$ cat config.mk
export PLATFORM = sky130hd
export DESIGN_NAME = charge_seq
export DESIGN_NICKNAME = d
export VERILOG_FILES = /design/src/rtl/charge_seq_pkg.sv /design/src/rtl/cs_deglitch.sv /design/src/rtl/cs_thermal.sv /design/src/rtl/cs_phase_fsm.sv /design/src/rtl/cs_limit_sel.sv /design/src/rtl/charge_seq.sv
export SDC_FILE = /design/constraint.sdc
export NUM_CORES = 1
export LEC_CHECK = 0
export BUFFER_PORTS_ARGS = -buffer_cell sky130_fd_sc_hd__buf_2
export CAP_MARGIN = 20
export CORE_MARGIN = 2
export CORE_UTILIZATION = 35
export DETAILED_ROUTE_END_ITERATION = 10
export PLACE_DENSITY_LB_ADDON = 0.05
export SYNTH_ARGS = -nofsm -noshare
export SYNTH_HDL_FRONTEND = slang
export SYNTH_HIERARCHICAL = 1
export SYNTH_SLANG_ARGS = --single-unit
$ cat constraint.sdc
create_clock -name clk -period 2.4 [get_ports clk]
set_clock_uncertainty 0.2 [all_clocks]
set_input_delay 0.12 -clock clk [delete_from_list [all_inputs] [get_ports clk]]
set_output_delay 0.12 -clock clk [all_outputs]
set_load 0.01 [all_outputs]
$ cat src/rtl/charge_seq_pkg.sv
// Shared encodings for the charge phase sequencer.
// Assumes: phase, mode and limit codes are decoded by neighbours by value.
package charge_seq_pkg;

    typedef enum logic [2:0] {
        PH_IDLE = 3'd0,
        PH_PRE  = 3'd1,
        PH_CC   = 3'd2,
        PH_CV   = 3'd3,
        PH_TEST = 3'd4
    } phase_t;

    typedef enum logic [1:0] {
        MD_USB_HI = 2'd0,
        MD_RSET   = 2'd1,
        MD_USB_LO = 2'd2,
        MD_TEST   = 2'd3
    } mode_t;

    typedef enum logic [2:0] {
        LIM_OFF    = 3'd0,
        LIM_PRE    = 3'd1,
        LIM_USB_LO = 3'd2,
        LIM_USB_HI = 3'd3,
        LIM_RSET   = 3'd4,
        LIM_TEST   = 3'd5,
        LIM_FOLD   = 3'd6
    } lim_t;

    // True for the three battery charge phases.
    function automatic logic is_charging(input phase_t p);
        return (p == PH_PRE) || (p == PH_CC) || (p == PH_CV);
    endfunction

endpackage

$ cat src/rtl/cs_deglitch.sv
// Asymmetric level filter. The output takes a new level only after the raw
// input has differed from it for a run of consecutive cycles: SET_CYC to go
// 0->1, CLR_CYC to go 1->0. A synchronous clear forces the INIT level.
// Assumes: raw is already synchronous to clk.
module cs_deglitch #(
    parameter int  SET_CYC = 100,
    parameter int  CLR_CYC = 10,
    parameter logic INIT   = 1'b1
) (
    input  logic clk,
    input  logic rst_n,
    input  logic clr,
    input  logic raw,
    output logic filt
);
    localparam int MAXC = (SET_CYC > CLR_CYC) ? SET_CYC : CLR_CYC;
    localparam int CW   = $clog2(MAXC + 1);

    logic [CW-1:0] cnt;
    logic [CW-1:0] need;

    // Window length for the transition currently pending.
    always_comb need = filt ? CW'(CLR_CYC) : CW'(SET_CYC);

    // Count consecutive disagreeing cycles and flip at the window end.
    always_ff @(posedge clk) begin
        if (!rst_n || clr) begin
            filt <= INIT;
            cnt  <= '0;
        end else if (raw == filt) begin
            cnt <= '0;
        end else if (cnt == need - CW'(1)) begin
            filt <= raw;
            cnt  <= '0;
        end else begin
            cnt <= cnt + CW'(1);
        end
    end

endmodule

$ cat src/rtl/cs_thermal.sv
// Thermal shutdown latch with hysteresis: sets on the shutdown flag, clears
// only once the cool flag is seen with the shutdown flag absent.
// Assumes: temperature comparators are synchronous to clk.
module cs_thermal (
    input  logic clk,
    input  logic rst_n,
    input  logic temp_shut,
    input  logic temp_cool,
    output logic hot
);
    // Hold the shutdown state across the hysteresis band.
    always_ff @(posedge clk) begin
        if (!rst_n)
            hot <= 1'b0;
        else if (temp_shut)
            hot <= 1'b1;
        else if (temp_cool)
            hot <= 1'b0;
    end

endmodule

$ cat src/rtl/cs_phase_fsm.sv
// Phase state machine and latched charge-done flag. Uses the filtered
// low-battery level for precharge/fast-charge moves and raw flags for the
// rest. Drives a clear to the filter while not charging.
// Assumes: low_f comes from cs_deglitch initialised to "low".
module cs_phase_fsm
    import charge_seq_pkg::*;
(
    input  logic   clk,
    input  logic   rst_n,
    input  logic   en,
    input  logic   in_valid,
    input  mode_t  mode,
    input  logic   bat_below_rch,
    input  logic   low_f,
    input  logic   bat_at_reg,
    input  logic   ibat_below_done,
    output phase_t phase,
    output logic   done,
    output logic   dg_clr
);
    phase_t nxt;

    // Filter restarts from "low" whenever no battery cycle is running.
    always_comb dg_clr = (phase == PH_IDLE) || (phase == PH_TEST);

    // Next-phase decision.
    always_comb begin
        nxt = phase;
        if (!en || !in_valid) begin
            nxt = PH_IDLE;
        end else begin
            case (phase)
                PH_IDLE: begin
                    if (mode == MD_TEST)   nxt = PH_TEST;
                    else if (bat_below_rch) nxt = PH_PRE;
                end
                PH_PRE: begin
                    if (mode == MD_TEST)   nxt = PH_TEST;
                    else if (!low_f)       nxt = PH_CC;
                end
                PH_CC: begin
                    if (mode == MD_TEST)   nxt = PH_TEST;
                    else if (low_f)        nxt = PH_PRE;
                    else if (bat_at_reg)   nxt = PH_CV;
                end
                PH_CV: begin
                    if (mode == MD_TEST)   nxt = PH_TEST;
                    else if (low_f)        nxt = PH_PRE;
                    else if (!bat_at_reg)  nxt = PH_CC;
                end
                PH_TEST: begin
                    if (mode != MD_TEST)   nxt = PH_IDLE;
                end
                default: nxt = PH_IDLE;
            endcase
        end
    end

    // Phase register.
    always_ff @(posedge clk) begin
        if (!rst_n) phase <= PH_IDLE;
        else        phase <= nxt;
    end

    // Done latch: set in constant-voltage at low current, cleared on exit.
    always_ff @(posedge clk) begin
        if (!rst_n)
            done <= 1'b0;
        else if (nxt == PH_IDLE || nxt == PH_TEST)
            done <= 1'b0;
        else if (phase == PH_CV && ibat_below_done)
            done <= 1'b1;
    end

endmodule

$ cat src/rtl/cs_limit_sel.sv
// Registered output stage: current-limit code, pass enable and status
// request, from phase, mode, thermal state and limit comparison flags.
// Assumes: comparison flags are static or synchronous to clk.
module cs_limit_sel
    import charge_seq_pkg::*;
(
    input  logic       clk,
    input  logic       rst_n,
    input  phase_t     phase,
    input  mode_t      mode,
    input  logic       done,
    input  logic       hot,
    input  logic       temp_reg,
    input  logic       rset_below_hi,
    input  logic       pre_above_lo,
    output logic [2:0] ilim_sel,
    output logic       pass_en,
    output logic       stat_pull_low
);
    lim_t lim_c;
    lim_t fast_c;

    // Fast-charge code from the programmed mode, taking the lower limit.
    always_comb begin
        case (mode)
            MD_RSET:   fast_c = LIM_RSET;
            MD_USB_LO: fast_c = LIM_USB_LO;
            default:   fast_c = rset_below_hi ? LIM_RSET : LIM_USB_HI;
        endcase
    end

    // Code per phase with thermal fold and shutdown overrides.
    always_comb begin
        lim_c = LIM_OFF;
        if (hot) begin
            lim_c = LIM_OFF;
        end else if (phase == PH_TEST) begin
            lim_c = LIM_TEST;
        end else if (is_charging(phase) && temp_reg) begin
            lim_c = LIM_FOLD;
        end else if (phase == PH_PRE) begin
            lim_c = (mode == MD_USB_LO && pre_above_lo) ? LIM_USB_LO : LIM_PRE;
        end else if (phase == PH_CC || phase == PH_CV) begin
            lim_c = fast_c;
        end
    end

    // Output registers.
    always_ff @(posedge clk) begin
        if (!rst_n) begin
            ilim_sel      <= LIM_OFF;
            pass_en       <= 1'b0;
            stat_pull_low <= 1'b0;
        end else begin
            ilim_sel      <= lim_c;
            pass_en       <= (phase != PH_IDLE) && !hot;
            stat_pull_low <= is_charging(phase) && !done && !hot;
        end
    end

endmodule

$ cat src/rtl/charge_seq.sv
// Charge phase sequencer top. Filters the low-battery flag, runs the phase
// machine, tracks thermal shutdown and registers the selection outputs.
// Assumes: all inputs synchronous to clk; window lengths in clock cycles.
module charge_seq #(
    parameter int LOW_CLR_CYC = 6250,
    parameter int LOW_SET_CYC = 3125000
) (
    input  logic       clk,
    input  logic       rst_n,
    input  logic       en,
    input  logic       in_valid,
    input  logic [1:0] mode_code,
    input  logic       bat_low,
    input  logic       bat_at_reg,
    input  logic       bat_below_rch,
    input  logic       ibat_below_done,
    input  logic       rset_below_hi,
    input  logic       pre_above_lo,
    input  logic       temp_reg,
    input  logic       temp_shut,
    input  logic       temp_cool,
    output logic [2:0] phase,
    output logic [2:0] ilim_sel,
    output logic       pass_en,
    output logic       stat_pull_low
);
    import charge_seq_pkg::*;

    mode_t  mode;
    phase_t ph;
    logic   low_f;
    logic   done;
    logic   dg_clr;
    logic   hot;

    always_comb mode  = mode_t'(mode_code);
    always_comb phase = ph;

    cs_deglitch #(
        .SET_CYC (LOW_SET_CYC),
        .CLR_CYC (LOW_CLR_CYC),
        .INIT    (1'b1)
    ) u_lowdg (
        .clk   (clk),
        .rst_n (rst_n),
        .clr   (dg_clr),
        .raw   (bat_low),
        .filt  (low_f)
    );

    cs_thermal u_therm (
        .clk       (clk),
        .rst_n     (rst_n),
        .temp_shut (temp_shut),
        .temp_cool (temp_cool),
        .hot       (hot)
    );

    cs_phase_fsm u_fsm (
        .clk             (clk),
        .rst_n           (rst_n),
        .en              (en),
        .in_valid        (in_valid),
        .mode            (mode),
        .bat_below_rch   (bat_below_rch),
        .low_f           (low_f),
        .bat_at_reg      (bat_at_reg),
        .ibat_below_done (ibat_below_done),
        .phase           (ph),
        .done            (done),
        .dg_clr          (dg_clr)
    );

    cs_limit_sel u_lim (
        .clk           (clk),
        .rst_n         (rst_n),
        .phase         (ph),
        .mode          (mode),
        .done          (done),
        .hot           (hot),
        .temp_reg      (temp_reg),
        .rset_below_hi (rset_below_hi),
        .pre_above_lo  (pre_above_lo),
        .ilim_sel      (ilim_sel),
        .pass_en       (pass_en),
        .stat_pull_low (stat_pull_low)
    );

endmodule

==> results.py <==
metrics = {
    "run_status": {
        "status": "finished clean",
    },
    "sta": {
        "rsz0062_at_grt": "false",
        "report.final.hold_viol_count": 0,
        "setup_violations": 0,
        "slew_headroom": 0.679,
        "min_period_ns": 2.08,
        "min_period_over_period": 0.867,
        "worst_pin_slew_ns": 0.480,
        "maxSlewViolCount": 0,
        "fmax_mhz": 480,
        "setup_tns_ns": 0,
    },
    "logic_synthesis": {
        "ys_ff_latch": 33,
        "synth_ff_type": "dfxtp_1",
        "netlist_area_mm2": 0.00171,
        "synth.avg_cell_area_um2": 9.11,
        "ys_top_cells_by_area": "dfxtp_1 (39%), xor2_1 (5.6%), nor3_1 (4.7%), o21ai_0 (3.2%), a211oi_1 (3.1%)",
        "synth-seq-area-share": 0.386,
        "synth_area_leader_cell": "dfxtp_1",
        "syn_nets": 206,
        "synth-edff-count": 0,
        "ys_async_sr_fraction": 0,
        "synth_cells": 188,
        "synth.yosys.warnings": 6,
        "ys_types": 51,
        "synth.top_cell.area_share": 0.386,
    },
    "hold_path": {
        "hp-class": "in -> reg",
        "hp-start": "rset_below_hi",
        "holdPathEnd": "u_lim/ilim_sel[0]$_SDFF_PP0_",
        "holdPathStages": 3,
    },
    "worst_setup_path": {
        "crit_type": "in -> reg",
        "critPathCaptureType": "flip-flop",
        "r2r_start": "u_lowdg/filt$_SDFFE_PP1P_",
        "cp-start-kind": "primary input",
        "r2r_end": "u_lowdg/cnt[4]$_SDFF_PP0_",
        "worstPathArrival_ns": 2.11,
        "rrSetupSlack_ns": 0.34,
        "worstPathMaxFanout": 2,
        "crit_required_ns": 2.43,
        "rr_worst_depth": 5,
    },
    "place": {
        "port_buffers": 22,
        "dp_hpwl_um": 2860,
        "place.gp.congestion": 0.833,
    },
    "global_routing": {
        "grt.met1_usage": 0.222,
        "grt_usage": 0.162,
        "grt_use_met2": 0.247,
        "grt_pass1_vias": 1466,
        "antenna_found_initial": 0,
        "grt_pass1_wl_um": 6800,
        "grt_use_met3": 0.0407,
        "gr-total-overflow": 0,
        "grt_max_degree": 23,
        "grt_most_used_layer": "met2",
    },
    "die": {
        "dieArea_mm2": 0.00547,
        "die_w_um": 74.0,
        "placementRows": 25,
        "core_region_area_mm2": 0.00472,
        "ios": 23,
        "initial_core_util": 0.363,
        "die_h_um": 74.0,
    },
    "route": {
        "wl_per_cell_um": 13.8,
        "routed_via_density": 5.33,
        "vias": 1545,
        "first_pass_iters": 4,
        "drt_iter0_markers": 54,
        "drc": 0,
        "ant_nets": 0,
        "wl_um": 4000,
    },
    "clock_tree": {
        "post_cts_buffers": 0,
        "htree_num_levels": 2,
        "cts_hold_buf": 10,
        "cts_root_buffer": "clkbuf_8",
        "cts_buffer_depth": 2,
        "cts_resized": 0,
        "cts_tree": "done",
        "insertion_delay_ns": 0.28,
        "cts_sinks": 33,
        "cts_made_buffers": 5,
        "clkTransAtPathRegs_ns": 0.07,
    },
    "finish": {
        "antenna_cells": 0,
        "drive_gt1_frac": 0.193,
        "layout.nets": 240,
        "synthToLayoutAreaGrowth_pct": 22.0,
    },
    "pwr": {
        "ir_worst_vdd_uv": 199,
        "clkPwrFrac": 0.433,
        "p_switching_w": 0.000229,
        "powerDensity_mw_per_mm2": 511,
        "p_leak_nw": 0.751,
        "power_frac_seq": 0.519,
        "swShare": 0.215,
        "power_w": 0.00107,
        "combPwrFrac": 0.049,
        "internal-power_w": 0.000839,
    },
    "job": {
        "drv_cap": 0,
    },
}
-- critical path: stages --
cell and delay, ns:
dlygate4sd3_1 0.52, buf_2 0.09, nand3_1 0.06, dlygate4sd3_1 0.57, nor3_1 0.18, dlygate4sd3_1 0.57
-- through the flow --
| step | utilization | worst slack, ns | area, um^2 | cells | hold WS, ns |
|---|---|---|---|---|---|
| detailed placement | 0.400 | 0.342 | 1890 | 272 | 0.142 |
| global route | 0.442 | 0.165 | 2090 | 290 | 0.0542 |
| floorplan | - | 0.482 | 1710 | 188 | 0.0375 |
| finish | 0.442 | 0.319 | 2090 | 290 | 0.0193 |
| CTS | 0.442 | 0.321 | 2090 | 290 | 0.0284 |
| global placement | 0.400 | 0.381 | 1890 | 272 | 0.130 |
-- worst max-delay path by stage --
stage                               from                         end  slack (ns)  cells after the start
6_report                        in_valid   u_fsm/phase[2]$_SDFF_PN0_        0.32                      6
5_1_grt        u_lowdg/cnt[1]$_SDFF_PP0_  u_lowdg/cnt[20]$_SDFF_PP0_        0.16                      5
4_1_cts        u_lowdg/filt$_SDFFE_PP1P_   u_lowdg/cnt[4]$_SDFF_PP0_        0.32                      5
3_5_place_dp   u_lowdg/filt$_SDFFE_PP1P_   u_lowdg/cnt[4]$_SDFF_PP0_        0.34                      5
3_3_place_gp   u_lowdg/filt$_SDFFE_PP1P_  u_lowdg/cnt[12]$_SDFF_PP0_        0.38                      5
2_1_floorplan  u_lowdg/filt$_SDFFE_PP1P_  u_lowdg/cnt[12]$_SDFF_PP0_        0.48                      6
-- synthesized netlist by cell type (3+ instances only) --
cell type / instances
dfxtp_1: 33
nor3_1: 16
nand2_1: 13
o21ai_0: 11
xor2_1: 11
nand3_1: 8
a211oi_1: 7
nor2_1: 7
inv_1: 6
or3_1: 6
nand4_1: 5
and3_1: 4
buf_2: 4
nor2b_1: 4
nor4bb_1: 4
ha_1: 3
nand4b_1: 3
-- cell type report --
class | count | area (um^2)
Clock buffer | 7 | 96.3
Clock inverter | 1 | 5.00
Fill cell | 467 | 2630
Inverter | 6 | 22.5
Multi-Input combinational cell | 141 | 988
Sequential cell | 33 | 661
Tap cell | 67 | 83.8
Timing Repair Buffer | 35 | 233
-- flip-flops by register name, summed over array words and instances (netlist names) --
signal	cells
u_lim/stat_pull_low	1
u_fsm/done	1
u_fsm/phase	3
u_lowdg/cnt	22
u_lim/ilim_sel	3
u_therm/hot	1
u_lowdg/filt	1
u_lim/pass_en	1
-- kinds of logic (layout without fill, tap and decap cells) --
logic type	Yosys count	in the layout	synth area share
adders and majority gates	3	3	0.0219
and+or+nand+nor	89	89	0.332
AOI/OAI and AO/OA	35	35	0.145
xor gates and xnor gates	13	13	0.0665
buffers and inverters	14	49	0.0424
muxes	1	1	0.00584
DFF	33	33	0.386
-- power groups by stage --
| stage | Clock, W | Combinational, W | Sequential, W |
|---|---|---|---|
| 5_1_grt | 0.000510 | 0.0000577 | 0.000554 |
| 4_1_cts | 0.000476 | 0.0000523 | 0.000554 |
| 3_5_place_dp | 0 | 0.0000427 | 0.000566 |
| 2_1_floorplan | 0 | 0.0000207 | 0.000566 |
| 3_3_place_gp | 0 | 0.0000422 | 0.000566 |
| 6_report | 0.000462 | 0.0000522 | 0.000554 |
-- cells in the final DEF, fill, tap and decap left out, types with 8 or more instances in the layout --
| cell type | synthesis | routed |
|---|---|---|
| xor2_1 | 11 | 11 |
| dlygate4sd3_1 | 0 | 10 |
| dfxtp_1 | 33 | 33 |
| nand3_1 | 8 | 8 |
| nor3_1 | 16 | 16 |
| o21ai_0 | 11 | 11 |
| buf_2 | 4 | 22 |
| nand2_1 | 13 | 13 |
-- metal layers --
layer / routed length [um] / up-vias
li1: - / 770
met1: 1950 / 739
met2: 1820 / 31
met3: 194 / 5
met4: 41 / 0
met5: 0 / -
Note: power is estimated with default switching activity, not from simulation.
